<file path="config.mk">
export PLATFORM = sky130hd
export DESIGN_NAME = smram_ctrl
export DESIGN_NICKNAME = d
export VERILOG_FILES = /design/src/rtl/smram_pkg.sv /design/src/rtl/smram_regs.sv /design/src/rtl/smram_views.sv /design/src/rtl/smram_tseg.sv /design/src/rtl/smram_access.sv /design/src/rtl/smram_ctrl.sv
export SDC_FILE = /design/constraint.sdc
export NUM_CORES = 1
export LEC_CHECK = 0
export BUFFER_PORTS_ARGS = -buffer_cell sky130_fd_sc_hd__buf_2
export CORE_MARGIN = 2
export CORE_UTILIZATION = 41
export CTS_CLUSTER_DIAMETER = 150
export DETAILED_ROUTE_END_ITERATION = 16
export GPL_ROUTABILITY_DRIVEN = 1
export PLACE_DENSITY = 0.83
export SLEW_MARGIN = 15
export SYNTH_ARGS = -nofsm -noshare
export SYNTH_HDL_FRONTEND = slang
export SYNTH_SLANG_ARGS = --single-unit
</file>
<file path="constraint.sdc">
create_clock -name clk -period 15.4 [get_ports clk]
set_clock_uncertainty 0.1 [all_clocks]
set_input_delay 3.08 -clock clk [delete_from_list [all_inputs] [get_ports clk]]
set_output_delay 3.08 -clock clk [all_outputs]
set_load 0.02 [all_outputs]
</file>
<file path="src/rtl/smram_pkg.sv">
package smram_pkg;

    localparam int CTL_W = 8;

    // control byte fields
    localparam int CTL_OPEN_BIT   = 6;
    localparam int CTL_LOCK_BIT   = 4;
    localparam int CTL_GLOBAL_BIT = 3;

    // extended byte fields
    localparam int EXT_HIGH_BIT   = 7;
    localparam int EXT_CODE_LSB   = 1;
    localparam int EXT_CODE_W     = 2;
    localparam int EXT_TSEG_BIT   = 0;

    localparam logic [CTL_W-1:0] CTL_RESET       = 8'h02;
    localparam logic [CTL_W-1:0] EXT_RESET       = 8'h00;
    localparam logic [CTL_W-1:0] CTL_WMASK_FULL  = 8'h58;
    localparam logic [CTL_W-1:0] EXT_WMASK_FULL  = 8'h87;
    localparam logic [CTL_W-1:0] CTL_WMASK_LOCK  = 8'h00;
    localparam logic [CTL_W-1:0] EXT_WMASK_LOCK  = 8'h00;

    localparam logic SEL_CTL = 1'b0;
    localparam logic SEL_EXT = 1'b1;

    typedef enum logic {
        LK_UNLOCKED = 1'b0,
        LK_LOCKED   = 1'b1
    } lock_state_e;

    typedef enum logic [EXT_CODE_W-1:0] {
        TS_1M  = 2'd0,
        TS_2M  = 2'd1,
        TS_8M  = 2'd2,
        TS_EXT = 2'd3
    } tseg_code_e;

    typedef struct packed {
        logic legacy;
        logic open_high;
        logic smm_low;
        logic smm_high;
    } view_en_t;

endpackage

</file>
<file path="src/rtl/smram_regs.sv">
module smram_regs
    import smram_pkg::*;
(
    input  logic             clk,
    input  logic             rst_n,
    input  logic             wr_en,
    input  logic             wr_sel,
    input  logic [CTL_W-1:0] wr_data,
    output logic [CTL_W-1:0] ctl_q,
    output logic [CTL_W-1:0] ext_q,
    output logic             locked
);

    lock_state_e      state_q;
    lock_state_e      state_d;
    logic [CTL_W-1:0] ctl_mask;
    logic [CTL_W-1:0] ext_mask;
    logic [CTL_W-1:0] ctl_merged;
    logic [CTL_W-1:0] ext_merged;
    logic             ctl_wr;
    logic             ext_wr;

    assign ctl_wr = wr_en && (wr_sel == SEL_CTL);
    assign ext_wr = wr_en && (wr_sel == SEL_EXT);

    // Outputs of the lock machine: the write masks in force.
    always_comb begin : p_lock_outputs
        unique case (state_q)
            LK_UNLOCKED: begin
                ctl_mask = CTL_WMASK_FULL;
                ext_mask = EXT_WMASK_FULL;
            end
            LK_LOCKED: begin
                ctl_mask = CTL_WMASK_LOCK;
                ext_mask = EXT_WMASK_LOCK;
            end
            default: begin
                ctl_mask = CTL_WMASK_LOCK;
                ext_mask = EXT_WMASK_LOCK;
            end
        endcase
    end

    // Masked merge; a set lock bit drops the open bit in the same write.
    always_comb begin : p_merge
        ctl_merged = (ctl_q & ~ctl_mask) | (wr_data & ctl_mask);
        ext_merged = (ext_q & ~ext_mask) | (wr_data & ext_mask);
        if (ctl_merged[CTL_LOCK_BIT]) begin
            ctl_merged[CTL_OPEN_BIT] = 1'b0;
        end
    end

    // Next state: LOCK_WRITE moves UNLOCKED to LOCKED; only reset leaves LOCKED.
    always_comb begin : p_next_state
        state_d = state_q;
        unique case (state_q)
            LK_UNLOCKED: begin
                if (ctl_wr && ctl_merged[CTL_LOCK_BIT]) begin
                    state_d = LK_LOCKED;
                end
            end
            LK_LOCKED: state_d = LK_LOCKED;
            default:   state_d = LK_UNLOCKED;
        endcase
    end

    always_ff @(posedge clk) begin : p_state_reg
        if (!rst_n) begin
            state_q <= LK_UNLOCKED;
        end else begin
            state_q <= state_d;
        end
    end

    always_ff @(posedge clk) begin : p_data_regs
        if (!rst_n) begin
            ctl_q <= CTL_RESET;
            ext_q <= EXT_RESET;
        end else begin
            if (ctl_wr) begin
                ctl_q <= ctl_merged;
            end
            if (ext_wr) begin
                ext_q <= ext_merged;
            end
        end
    end

    assign locked = (state_q == LK_LOCKED);

endmodule

</file>
<file path="src/rtl/smram_views.sv">
module smram_views
    import smram_pkg::*;
(
    input  logic     open_bit,
    input  logic     global_bit,
    input  logic     high_bit,
    output view_en_t views
);

    always_comb begin : p_views
        if (open_bit) begin
            views.legacy    = high_bit;
            views.open_high = high_bit;
        end else begin
            views.legacy    = 1'b1;
            views.open_high = 1'b0;
        end
        views.smm_low  = global_bit && !high_bit;
        views.smm_high = global_bit && high_bit;
    end

endmodule

</file>
<file path="src/rtl/smram_tseg.sv">
module smram_tseg
    import smram_pkg::*;
#(
    parameter int unsigned ADDR_W      = 32,
    parameter int unsigned EXT_TSEG_MB = 16
) (
    input  logic                  tseg_bit,
    input  logic                  global_bit,
    input  logic [EXT_CODE_W-1:0] size_code,
    input  logic [ADDR_W-1:0]     low_mem,
    output logic [ADDR_W-1:0]     size,
    output logic [ADDR_W-1:0]     base,
    output logic                  on
);

    localparam int unsigned MIB_SHIFT = 20;
    localparam logic [ADDR_W-1:0] SZ_1M  = ADDR_W'(1)  << MIB_SHIFT;
    localparam logic [ADDR_W-1:0] SZ_2M  = ADDR_W'(2)  << MIB_SHIFT;
    localparam logic [ADDR_W-1:0] SZ_8M  = ADDR_W'(8)  << MIB_SHIFT;
    localparam logic [ADDR_W-1:0] SZ_EXT = ADDR_W'(EXT_TSEG_MB) << MIB_SHIFT;

    always_comb begin : p_size
        size = '0;
        if (tseg_bit && global_bit) begin
            unique case (tseg_code_e'(size_code))
                TS_1M:   size = SZ_1M;
                TS_2M:   size = SZ_2M;
                TS_8M:   size = SZ_8M;
                TS_EXT:  size = SZ_EXT;
                default: size = '0;
            endcase
        end
    end

    assign base = low_mem - size;
    assign on   = |size;

endmodule

</file>
<file path="src/rtl/smram_access.sv">
module smram_access #(
    parameter int unsigned ADDR_W        = 32,
    parameter int unsigned MAX_ACC_BYTES = 4,
    parameter int unsigned LEN_W         = 3,
    parameter int unsigned DATA_W        = 32,
    parameter logic [ADDR_W-1:0] HIGH_BASE = ADDR_W'(32'hFEDA_0000),
    parameter logic [ADDR_W-1:0] HIGH_SPAN = ADDR_W'(32'h0002_0000)
) (
    input  logic [ADDR_W-1:0] acc_addr,
    input  logic              acc_smm,
    input  logic [LEN_W-1:0]  acc_len,
    input  logic [ADDR_W-1:0] low_mem,
    input  logic [ADDR_W-1:0] tseg_base,
    input  logic              tseg_on,
    input  logic              open_high_en,
    input  logic              smm_high_en,
    output logic              hole_hit,
    output logic [DATA_W-1:0] hole_rdata,
    output logic              window_hit,
    output logic              high_alias_hit
);

    localparam logic [ADDR_W-1:0] HIGH_END = HIGH_BASE + HIGH_SPAN;

    logic len_ok;
    logic in_tseg;
    logic in_high;

    assign len_ok  = (acc_len != '0) && (acc_len <= LEN_W'(MAX_ACC_BYTES));
    assign in_tseg = tseg_on && (acc_addr >= tseg_base) && (acc_addr < low_mem);
    assign in_high = (acc_addr >= HIGH_BASE) && (acc_addr < HIGH_END);

    assign hole_hit   = len_ok && in_tseg && !acc_smm;
    assign window_hit = len_ok && in_tseg && acc_smm;
    assign hole_rdata = hole_hit ? {DATA_W{1'b1}} : '0;

    assign high_alias_hit = len_ok && in_high && (acc_smm ? smm_high_en : open_high_en);

endmodule

</file>
<file path="src/rtl/smram_ctrl.sv">
module smram_ctrl
    import smram_pkg::*;
#(
    parameter int unsigned ADDR_W        = 32,
    parameter int unsigned EXT_TSEG_MB   = 16,
    parameter int unsigned MAX_ACC_BYTES = 4,
    parameter logic [ADDR_W-1:0] HIGH_ALIAS_BASE = ADDR_W'(32'hFEDA_0000),
    parameter logic [ADDR_W-1:0] HIGH_ALIAS_SPAN = ADDR_W'(32'h0002_0000),
    localparam int unsigned LEN_W  = $clog2(MAX_ACC_BYTES + 1),
    localparam int unsigned DATA_W = 8 * MAX_ACC_BYTES
) (
    input  logic              clk,
    input  logic              rst_n,
    input  logic              cfg_wr_en,
    input  logic              cfg_wr_sel,
    input  logic [7:0]        cfg_wr_data,
    input  logic [ADDR_W-1:0] low_mem_size,
    input  logic [ADDR_W-1:0] acc_addr,
    input  logic              acc_smm,
    input  logic [LEN_W-1:0]  acc_len,
    output logic [7:0]        ctl_q,
    output logic [7:0]        ext_q,
    output logic              locked,
    output logic              legacy_view_en,
    output logic              open_high_en,
    output logic              smm_low_en,
    output logic              smm_high_en,
    output logic              tseg_on,
    output logic [ADDR_W-1:0] tseg_base,
    output logic [ADDR_W-1:0] tseg_size,
    output logic              hole_hit,
    output logic [DATA_W-1:0] hole_rdata,
    output logic              window_hit,
    output logic              high_alias_hit
);

    view_en_t views;

    smram_regs u_regs (
        .clk     (clk),
        .rst_n   (rst_n),
        .wr_en   (cfg_wr_en),
        .wr_sel  (cfg_wr_sel),
        .wr_data (cfg_wr_data),
        .ctl_q   (ctl_q),
        .ext_q   (ext_q),
        .locked  (locked)
    );

    smram_views u_views (
        .open_bit   (ctl_q[CTL_OPEN_BIT]),
        .global_bit (ctl_q[CTL_GLOBAL_BIT]),
        .high_bit   (ext_q[EXT_HIGH_BIT]),
        .views      (views)
    );

    assign legacy_view_en = views.legacy;
    assign open_high_en   = views.open_high;
    assign smm_low_en     = views.smm_low;
    assign smm_high_en    = views.smm_high;

    smram_tseg #(
        .ADDR_W      (ADDR_W),
        .EXT_TSEG_MB (EXT_TSEG_MB)
    ) u_tseg (
        .tseg_bit   (ext_q[EXT_TSEG_BIT]),
        .global_bit (ctl_q[CTL_GLOBAL_BIT]),
        .size_code  (ext_q[EXT_CODE_LSB +: EXT_CODE_W]),
        .low_mem    (low_mem_size),
        .size       (tseg_size),
        .base       (tseg_base),
        .on         (tseg_on)
    );

    smram_access #(
        .ADDR_W        (ADDR_W),
        .MAX_ACC_BYTES (MAX_ACC_BYTES),
        .LEN_W         (LEN_W),
        .DATA_W        (DATA_W),
        .HIGH_BASE     (HIGH_ALIAS_BASE),
        .HIGH_SPAN     (HIGH_ALIAS_SPAN)
    ) u_access (
        .acc_addr       (acc_addr),
        .acc_smm        (acc_smm),
        .acc_len        (acc_len),
        .low_mem        (low_mem_size),
        .tseg_base      (tseg_base),
        .tseg_on        (tseg_on),
        .open_high_en   (views.open_high),
        .smm_high_en    (views.smm_high),
        .hole_hit       (hole_hit),
        .hole_rdata     (hole_rdata),
        .window_hit     (window_hit),
        .high_alias_hit (high_alias_hit)
    );

endmodule

</file>
Yosys cells after proc, flatten, opt, wreduce, memory -nomap -nowiden
Index checks and enable logic that the tools add are counted.
{ "totals": {"inputBits": 80, "out_inout_bits": 121, "register_bits": 17, "word_cells": 52} }
{ "op_classes": {"bitwise_logic": 10, "muxes": 10, "n_lt_le_gt_ge": 5, "eq_ne": 3, "n_addsub": 1, "n_reduce_logical": 20} }
{ "op_table": {"columns": ["operator", "n"], "rows": [
  ["$pmux W32 S4", 1],
  ["$mux W32", 2],
  ["$and A8 B8 Y8", 4],
  ["$ge A32 B32 Y1", 1],
  ["$ge A32 B32 Y1 const B", 1],
  ["$lt A32 B32 Y1", 1],
  ["$lt A32 B32 Y1 const B", 1],
  ["$pmux W8 S2", 2],
  ["$reduce_or A32 Y1", 1],
  ["$sub A32 B32 Y32", 1],
  ["$not A8 Y8", 2],
  ["$or A8 B8 Y8", 2],
  ["$logic_and A1 B1 Y1", 15],
  ["$eq A2 B2 Y1 const B", 2],
  ["$le A3 B3 Y1 const B", 1],
  ["$mux W1", 3],
  ["$reduce_bool A3 Y1", 1],
  ["$eq A2 B1 Y1 const B", 1],
  ["$logic_not A1 Y1", 2],
  ["$logic_not A2 Y1", 1],
  ["$mux W2", 1],
  ["$not A1 Y1", 2],
  ["$pmux W1 S2", 1]
]} }

Depth between registers and ports, before layout
Gate-level depths: netlist (run 1).
{ "logic_depth": {"ltp_word": 10, "ltp_mapped": 19, "depth_no_buf": 18} }

Modules after synthesis
From an unflattened synthesis (run 1), not the netlist that was laid out.
{ "unflattened": {"hier_cells": 408, "hier_area_um2": 3049.2} }
{ "modules_own_cells": {"columns": ["module", "n_inst", "area_per_inst_um2", "seq_area_each_um2", "cells_per_inst"], "rows": [
  ["smram_access", 1, 1906.8, 0.0, 262],
  ["smram_tseg", 1, 706.9, 0.0, 94],
  ["smram_regs", 1, 410.4, 160.2, 48],
  ["smram_views", 1, 25.0, 0.0, 4]
]} }

Worst setup path after synthesis (run 1)
Ideal clock, no wire load.
{ "synth_timing": {"kind": "in2out", "from": "in low_mem_size[21]", "to": "out hole_rdata[0]", "cell_stages": 13, "arrival_time_ps": 7075, "n_path_buf": 1, "slack_ps": 5145, "cell_sequence": "ha_1 -> a211oi_1 -> nor2_1 -> o21ai_1 -> nor2b_1 -> xnor2_1 -> inv_2 -> ha_1 -> nand4_1 -> nor4_1 -> o21ai_0 -> a21oi_1 -> buf_4"} }
{ "synth_via": {"elab_chain_cells": 7} }
{ "synth_rtl": {"columns": ["element", "line", "text"], "rows": [
  ["start: declaration", "smram_ctrl.sv:17", "input logic [ADDR_W-1:0] low_mem_size,"],
  ["$sub A32 B32 Y32", "smram_tseg.sv:35", "assign base = low_mem - size;"],
  ["via tseg_base[25]", "smram_ctrl.sv:29", "output logic [ADDR_W-1:0] tseg_base,"],
  ["$ge A32 B32 Y1", "smram_access.sv:30", "assign in_tseg = tseg_on && (acc_addr >= tseg_base) && (acc_addr < low_mem);"],
  ["$logic_and A1 B1 Y1 (2 in a row)", "smram_access.sv:30", null],
  ["$logic_and A1 B1 Y1 (2 in a row)", "smram_access.sv:33", "assign hole_hit = len_ok && in_tseg && !acc_smm;"],
  ["via hole_hit", "smram_ctrl.sv:31", "output logic hole_hit,"],
  ["$mux W32", "smram_access.sv:35", "assign hole_rdata = hole_hit ? {DATA_W{1'b1}} : '0;"],
  ["end: declaration", "smram_ctrl.sv:32", "output logic [DATA_W-1:0] hole_rdata,"]
]} }
The timed path passes the listed nets, and every way through them passes these cells.

Worst setup path after layout (run 1)
{ "layout_timing": {"from": "in low_mem_size[21]", "to": "out hole_rdata[20]"} }
{ "layout_via": {"elab_chain_cells": 7} }
{ "layout_rtl": {"columns": ["element", "line"], "rows": [
  ["$sub A32 B32 Y32", "smram_tseg.sv:35"],
  ["$ge A32 B32 Y1", "smram_access.sv:30"],
  ["$logic_and A1 B1 Y1", "smram_access.sv:30"],
  ["$logic_and A1 B1 Y1 (*)", "smram_access.sv:30"],
  ["$logic_and A1 B1 Y1 (*) (2 in a row)", "smram_access.sv:33"],
  ["$mux W32 (*)", "smram_access.sv:35"]
]} }
Every way passes the cells marked *; elsewhere a longest branch is shown, timed or not.

==> run_summary.xml, run 1 <==
<?xml version="1.0" encoding="UTF-8"?>
<metrics>
  <group name="synth">
    <metric name="synth_xor_area_share" unit="%">4.76</metric>
    <metric name="seq_area_frac_synth" unit="%">6.22</metric>
    <metric name="post_synthesis_compound_gate_area_fraction" unit="%">9.87</metric>
    <metric name="synth.ff_latch_count" unit="">8</metric>
    <metric name="synthSimpleGateAreaFrac" unit="%">17.9</metric>
    <metric name="yosysUniqueCellTypes" unit="">37</metric>
    <metric name="post_synth_edffs" unit="">0</metric>
    <metric name="synthCells" unit="">349</metric>
    <metric name="synthesis.area" unit="um^2">2570</metric>
    <metric name="ys_async_sr_fraction" unit="%">0</metric>
    <metric name="ys.warnings.count" unit="">0</metric>
    <metric name="yosys_most_used_dff" unit="">sky130_fd_sc_hd__dfxtp_1</metric>
    <metric name="multiplexer_area_fraction_after_synthesis" unit="%">2.72</metric>
    <metric name="synth_area_per_cell" unit="um^2">7.37</metric>
    <metric name="synth-adder-area-share" unit="%">24.1</metric>
    <metric name="synth_top_family_by_area" unit="">buffers and inverters</metric>
  </group>
  <group name="pwr">
    <metric name="vdd.ir_drop.worst" unit="V">0.0000427</metric>
    <metric name="power_density" unit="nW/um^2">41.3</metric>
    <metric name="total_power" unit="mW">0.122</metric>
    <metric name="p_leak" unit="nW">1.83</metric>
  </group>
  <group name="floorplan">
    <metric name="floorplan.initialDensity" unit="%">43.0</metric>
    <metric name="die_y" unit="um">83.2</metric>
    <metric name="chip_width" unit="um">83.2</metric>
    <metric name="design.core.area" unit="um^2">5990</metric>
    <metric name="die_area" unit="um^2">6930</metric>
    <metric name="fp-row-count" unit="">28</metric>
    <metric name="floorplan.io_pins" unit="">201</metric>
  </group>
  <group name="clocking">
    <metric name="cts_setup_buffers" unit="">0</metric>
    <metric name="ctsHoldBuffers" unit="">0</metric>
    <metric name="clock_net_sink_count" unit="">8</metric>
    <metric name="cts_tree" unit="">done</metric>
    <metric name="cts.repair.resized" unit="">0</metric>
    <metric name="clk-insertion-delay-late" unit="ps">230</metric>
    <metric name="cts.reportedPaths.clkPinSlew" unit="ps">40</metric>
    <metric name="cts-buffers-inserted" unit="">3</metric>
    <metric name="cts.path.max_buffers" unit="">2</metric>
    <metric name="ctsHtreeMaxLevel" unit="">1</metric>
    <metric name="clock_root_cell" unit="">sky130_fd_sc_hd__clkbuf_8</metric>
  </group>
  <group name="placed_design">
    <metric name="place_hpwl" unit="um">5760</metric>
    <metric name="place.gp.congestion" unit="">0.792</metric>
    <metric name="dp_worst_setup_slack" unit="ps">5740</metric>
    <metric name="placement.io_buffers" unit="">162</metric>
    <metric name="placement.cell_area" unit="um^2">2920</metric>
    <metric name="dp_cells" unit="">529</metric>
  </group>
  <group name="worst_setup_path">
    <metric name="setup.worst_path.end_class" unit="">output pin</metric>
    <metric name="timing.critical_path.from_type" unit="">input port</metric>
    <metric name="worstPathArrival" unit="ps">6470</metric>
    <metric name="crit_path_max_fo" unit="">33</metric>
    <metric name="setup.worst_path.start" unit="">low_mem_size[21]</metric>
    <metric name="reg2reg_setup_slack" unit="ps">14200</metric>
    <metric name="ff2ff_path_depth" unit="">3</metric>
    <metric name="cp_data_required_time" unit="ps">12220</metric>
    <metric name="path_class" unit="">in -&gt; out</metric>
    <metric name="r2r-start" unit="">u_regs.locked</metric>
  </group>
  <group name="final_layout">
    <metric name="n_antenna_cell" unit="">0</metric>
    <metric name="nFillCells" unit="">592</metric>
    <metric name="leading_cell_types_in_the_layout_fill_and_taps_excluded" unit="">sky130_fd_sc_hd__buf_2, sky130_fd_sc_hd__ha_1, sky130_fd_sc_hd__inv_1, sky130_fd_sc_hd__conb_1, sky130_fd_sc_hd__a21oi_1</metric>
    <metric name="final_design_instance_area_without_fill" unit="um^2">2960</metric>
    <metric name="seqCellArea" unit="um^2">160</metric>
    <metric name="drive_gt1_share" unit="%">37.9</metric>
    <metric name="layoutNonFillerInstCount" unit="">532</metric>
    <metric name="multi_input_comb_area" unit="um^2">1670</metric>
    <metric name="design.final.nets" unit="">588</metric>
    <metric name="postLayoutCoreUtil" unit="%">49.4</metric>
    <metric name="final_common_cell" unit="">sky130_fd_sc_hd__buf_2</metric>
    <metric name="flow.area_growth_from_synthesis" unit="%">15.0</metric>
  </group>
  <group name="worst_hold_path">
    <metric name="hold_end" unit="">u_regs.ctl_q[4]</metric>
    <metric name="hold_path.class" unit="">reg -&gt; reg</metric>
    <metric name="hold_path_depth" unit="">2</metric>
    <metric name="min-delay-start" unit="">u_regs.ctl_q[4]</metric>
  </group>
  <group name="sta">
    <metric name="whs" unit="ps">451</metric>
    <metric name="layout_min_cycle_time" unit="ps">9650</metric>
    <metric name="min_period_over_period" unit="%">62.7</metric>
    <metric name="max_freq" unit="GHz">0.104</metric>
    <metric name="timing_max_transition_violations_final" unit="">0</metric>
    <metric name="unrepaired_setup_endpoints_after_global_routing" unit="">false</metric>
    <metric name="accumulated_negative_setup_slack" unit="ps">0</metric>
    <metric name="hold_violations" unit="">0</metric>
    <metric name="report.final.setup_viol" unit="">0</metric>
    <metric name="post-route-worst-setup-slack" unit="ps">5750</metric>
  </group>
  <group name="global_route">
    <metric name="grt_pass1_vias" unit="">2240</metric>
    <metric name="antenna_found_initial" unit="">0</metric>
    <metric name="global_route_wire_length_before_repair" unit="um">9820</metric>
    <metric name="grt_start_max_net_pins" unit="">34</metric>
    <metric name="global_route.usage.total" unit="%">16.5</metric>
    <metric name="grt_remaining_overflow" unit="">0</metric>
  </group>
  <group name="routing">
    <metric name="drt_drc_violations_left" unit="">0</metric>
    <metric name="vias_post_dr" unit="">2508</metric>
    <metric name="ant_nets" unit="">0</metric>
    <metric name="totalWireLength" unit="um">6290</metric>
    <metric name="drt_pass1_iterations" unit="">4</metric>
    <metric name="per_cell_routed_wire_length" unit="um">11.8</metric>
    <metric name="detailedRoute.firstIterationViolations" unit="">54</metric>
    <metric name="vias_per_cell" unit="">4.71</metric>
  </group>
  <group name="run">
    <metric name="cap_viol_max_count" unit="">0</metric>
  </group>
  <group name="outcome">
    <metric name="status" unit="">completed</metric>
  </group>
</metrics>
==> logic make-up (layout without fill, tap and decap cells) <==
kind of cell               Yosys count  after routing
DFF                                  8              8
other                                2             37
xor gates and xnor gates            14             14
and+or+nand+nor                     85             85
AOI/OAI and AO/OA                   43             43
buffers and inverters              141            214
adders and majority gates           49             49
muxes                                7              7
==> worst max-delay path by stage <==
stage                     slack (ps)              to
after floorplan                 5150   hole_rdata[0]
after global placement          5800  hole_rdata[10]
after detailed placement        5740   hole_rdata[4]
after CTS                       5740   hole_rdata[4]
after global routing            5410  hole_rdata[20]
final                           5750  hole_rdata[20]
==> report_power, final <==
group / switching [mW] / internal, mW
sequential: 0.00133 / 0.0219
combinational: 0.0457 / 0.0284
clock: 0.00800 / 0.0169
total: 0.0551 / 0.0672
==> Yosys cell counts, drive strengths merged (2+ instances only) <==
cell / n / area, um^2
conb: 2 / 7.51
ha: 48 / 601
nand3: 8 / 40.0
nand4b: 2 / 17.5
buf: 93 / 698
a211oi: 2 / 15.0
mux2i: 7 / 70.1
xor2: 3 / 26.3
o21ai: 13 / 65.1
nand3b: 2 / 15.0
nand2b: 2 / 12.5
nor4: 3 / 18.8
a21oi: 22 / 118
and2: 2 / 12.5
nor2b: 14 / 87.6
dfxtp: 8 / 160
nand2: 16 / 60.1
inv: 48 / 180
nand4: 14 / 87.6
xnor2: 11 / 96.3
nor3: 6 / 30.0
nor2: 11 / 41.3
==> worst max-delay path, cell delays in order <==
cell                       delay [ps]
sky130_fd_sc_hd__buf_2            130
sky130_fd_sc_hd__ha_1             280
sky130_fd_sc_hd__a211oi_1         370
sky130_fd_sc_hd__nor2_1            70
sky130_fd_sc_hd__o21ai_1          310
sky130_fd_sc_hd__nand4_1          200
sky130_fd_sc_hd__xnor2_1          190
sky130_fd_sc_hd__ha_1             300
sky130_fd_sc_hd__nand4_1          150
sky130_fd_sc_hd__nor4_1           500
sky130_fd_sc_hd__o21ai_0          240
sky130_fd_sc_hd__a21oi_1          180
sky130_fd_sc_hd__buf_4            260
sky130_fd_sc_hd__buf_2            210
==> area by class of cell <==
class / instances / share of cell area [%]
sequential: 8 / 5.41
multi-input combinational: 235 / 56.3
tap: 75 / 3.17
clock buffer: 3 / 1.39
timing repair buffer: 163 / 27.6
inverter: 48 / 6.09
==> layer usage <==
layer | vias up | routed length (um) | global-route usage (%)
met3 | 2 | 502 | 2.39
met2 | 107 | 3310 | 31.9
met1 | 1132 | 2430 | 19.0
met5 | - | 0 | 0
li1 | 1267 | - | -
met4 | 0 | 40 | 3.28
No activity file was read; power rests on OpenSTA's default activity.
==> run 2: changes to the inputs <==
==> constraint.sdc (replaced) <==
create_clock -name clk -period 9.42 [get_ports clk]
set_clock_uncertainty 0.1 [all_clocks]
set_input_delay 1.884 -clock clk [delete_from_list [all_inputs] [get_ports clk]]
set_output_delay 1.884 -clock clk [all_outputs]
set_load 0.02 [all_outputs]
==> run 2 against run 1 <==
  * Sequential power is 63% higher
  * Sequential cell count is the same
  * Die area did not move
  * Register-to-register slack got worse by 6000 ps
  * Sequential share of layout area unchanged
  * Combinational power grew 63%
  * Utilization stayed put
  * Clock power rose by 62%
  * Design area did not move
  * Global-route usage about the same
  * Via count down 0.64%
==> run_summary.xml, run 2 (synthesis results as in run 1) <==
<?xml version="1.0" encoding="UTF-8"?>
<metrics>
  <group name="pwr">
    <metric name="p_leak" unit="nW">1.83</metric>
    <metric name="power_density" unit="nW/um^2">67.3</metric>
    <metric name="p_int" unit="mW">0.110</metric>
    <metric name="vdd.ir_drop.worst" unit="V">0.0000789</metric>
    <metric name="p_switching" unit="mW">0.0896</metric>
    <metric name="power.share.combinational" unit="%">60.7</metric>
    <metric name="power.sequential.fraction" unit="%">19.0</metric>
    <metric name="clockPowerShare" unit="%">20.3</metric>
    <metric name="power.share.switching" unit="%">45.0</metric>
  </group>
  <group name="clocking">
    <metric name="ctsHtreeMaxLevel" unit="">1</metric>
    <metric name="cts.repair.resized" unit="">0</metric>
    <metric name="cts.path.max_buffers" unit="">2</metric>
    <metric name="ctsHoldBuffers" unit="">0</metric>
    <metric name="cts_tree" unit="">done</metric>
    <metric name="clk-insertion-delay-late" unit="ps">230</metric>
    <metric name="cts_setup_buffers" unit="">0</metric>
    <metric name="clock_root_cell" unit="">sky130_fd_sc_hd__clkbuf_8</metric>
    <metric name="cts-buffers-inserted" unit="">3</metric>
    <metric name="cts.reportedPaths.clkPinSlew" unit="ps">40</metric>
    <metric name="clock_net_sink_count" unit="">8</metric>
  </group>
  <group name="routing">
    <metric name="vias_post_dr" unit="">2492</metric>
    <metric name="totalWireLength" unit="um">6340</metric>
    <metric name="vias_per_cell" unit="">4.68</metric>
    <metric name="detailedRoute.firstIterationViolations" unit="">55</metric>
    <metric name="ant_nets" unit="">0</metric>
    <metric name="drt_drc_violations_left" unit="">0</metric>
    <metric name="per_cell_routed_wire_length" unit="um">11.9</metric>
    <metric name="drt_pass1_iterations" unit="">4</metric>
  </group>
  <group name="final_layout">
    <metric name="drive_gt1_share" unit="%">37.9</metric>
    <metric name="leading_cell_types_in_the_layout_fill_and_taps_excluded" unit="">sky130_fd_sc_hd__buf_2, sky130_fd_sc_hd__ha_1, sky130_fd_sc_hd__inv_1, sky130_fd_sc_hd__conb_1, sky130_fd_sc_hd__a21oi_1</metric>
    <metric name="final_common_cell" unit="">sky130_fd_sc_hd__buf_2</metric>
    <metric name="layoutNonFillerInstCount" unit="">532</metric>
    <metric name="n_antenna_cell" unit="">0</metric>
    <metric name="multi_input_comb_area" unit="um^2">1670</metric>
    <metric name="design.final.nets" unit="">588</metric>
    <metric name="seqCellArea" unit="um^2">160</metric>
    <metric name="nFillCells" unit="">620</metric>
    <metric name="postLayoutCoreUtil" unit="%">49.4</metric>
    <metric name="flow.area_growth_from_synthesis" unit="%">15.0</metric>
  </group>
  <group name="floorplan">
    <metric name="chip_width" unit="um">83.2</metric>
    <metric name="design.core.area" unit="um^2">5990</metric>
    <metric name="die_area" unit="um^2">6930</metric>
    <metric name="fp-row-count" unit="">28</metric>
    <metric name="die_y" unit="um">83.2</metric>
    <metric name="floorplan.io_pins" unit="">201</metric>
    <metric name="floorplan.initialDensity" unit="%">43.0</metric>
  </group>
  <group name="sta">
    <metric name="min_period_over_period" unit="%">76.2</metric>
    <metric name="whs" unit="ps">465</metric>
    <metric name="layout_min_cycle_time" unit="ps">7180</metric>
    <metric name="unrepaired_setup_endpoints_after_global_routing" unit="">false</metric>
    <metric name="timing_max_transition_violations_final" unit="">0</metric>
    <metric name="post-route-worst-setup-slack" unit="ps">2240</metric>
    <metric name="hold_violations" unit="">0</metric>
    <metric name="max_freq" unit="GHz">0.139</metric>
    <metric name="report.final.setup_viol" unit="">0</metric>
    <metric name="accumulated_negative_setup_slack" unit="ps">0</metric>
  </group>
  <group name="placed_design">
    <metric name="place.gp.congestion" unit="">0.790</metric>
    <metric name="placement.io_buffers" unit="">162</metric>
    <metric name="dp_worst_setup_slack" unit="ps">2110</metric>
    <metric name="place_hpwl" unit="um">5830</metric>
    <metric name="dp_cells" unit="">529</metric>
  </group>
  <group name="worst_setup_path">
    <metric name="crit_path_max_fo" unit="">33</metric>
    <metric name="worstPathCellList" unit="">buf_2, ha_1, a211oi_1, nor2_1, o21ai_1, nand3_1, xnor2_1, ha_1, nand4_1, nor4_1, o21ai_0, a21oi_1, buf_4, buf_2</metric>
    <metric name="worstPathArrival" unit="ps">5200</metric>
    <metric name="cp_data_required_time" unit="ps">7440</metric>
    <metric name="critPathMaxStageDelay" unit="ps">420</metric>
    <metric name="path_buf_inv" unit="">3</metric>
    <metric name="timing.critical_path.from_type" unit="">input port</metric>
    <metric name="setup.worst_path.end_class" unit="">output pin</metric>
    <metric name="reg2reg_setup_slack" unit="ps">8200</metric>
    <metric name="path_delay_family" unit="">compound AO/OA/AOI/OAI gates</metric>
    <metric name="path_class" unit="">in -&gt; out</metric>
    <metric name="critical-path-slowest-cell" unit="">sky130_fd_sc_hd__nor4_1</metric>
  </group>
  <group name="global_route">
    <metric name="grt_start_max_net_pins" unit="">34</metric>
    <metric name="antenna_found_initial" unit="">0</metric>
    <metric name="grt_remaining_overflow" unit="">0</metric>
    <metric name="global_route_wire_length_before_repair" unit="um">9830</metric>
    <metric name="grt_pass1_vias" unit="">2277</metric>
    <metric name="global_route.usage.total" unit="%">16.5</metric>
  </group>
  <group name="run">
    <metric name="cap_viol_max_count" unit="">0</metric>
  </group>
  <group name="outcome">
    <metric name="status" unit="">completed</metric>
  </group>
  <group name="worst_hold_path">
    <metric name="hold_path.class" unit="">reg -&gt; reg</metric>
  </group>
</metrics>
[run 2: layout make-up]
type	instances	share of cell area, %
inverter	48	6.09
tap	75	3.17
sequential	8	5.41
clock buffer	3	1.39
timing repair buffer	163	27.6
multi-input combinational	235	56.3
[run 2: routing by layer]
layer	global-route usage (%)	vias up	wire, um
li1	-	1266	-
met1	17.8	1102	2450
met2	32.8	116	3280
met3	2.49	8	529
met4	4.32	0	82
met5	0	-	0
[run 2: power groups by stage]
stage / Combinational [mW] / Clock, mW / Sequential (mW)
3_3_place_gp: 0.117 / 0 / 0.0383
6_report: 0.121 / 0.0404 / 0.0379
3_5_place_dp: 0.121 / 0 / 0.0385
2_1_floorplan: 0.0962 / 0 / 0.0390
5_1_grt: 0.135 / 0.0424 / 0.0382
4_1_cts: 0.122 / 0.0412 / 0.0379
[run 2: worst reg2reg max path, delay by kind of cell (launching register included)]
kind,cells,cell delay [ps]
mux,1,260
flops,1,400
simple gates,2,350
[run 2: final timing paths]
path | end | from | cells past startpoint
worst max register to register | flip-flop | u_regs.locked | 3
worst min register to register | u_regs.ctl_q[4] | u_regs.ctl_q[4] | 2
worst min-delay path | u_regs.ctl_q[4] | u_regs.ctl_q[4] | 2
worst max-delay path | hole_rdata[20] | low_mem_size[21] | 14
[run 2: through the flow]
| stage | cell area [um^2] | power (mW) |
|---|---|---|
| floorplan | 2710 | 0.135 |
| global placement | 2920 | 0.156 |
| detailed placement | 2920 | 0.159 |
| CTS | 2960 | 0.201 |
| global route | 2960 | 0.216 |
| finish | 2960 | 0.199 |
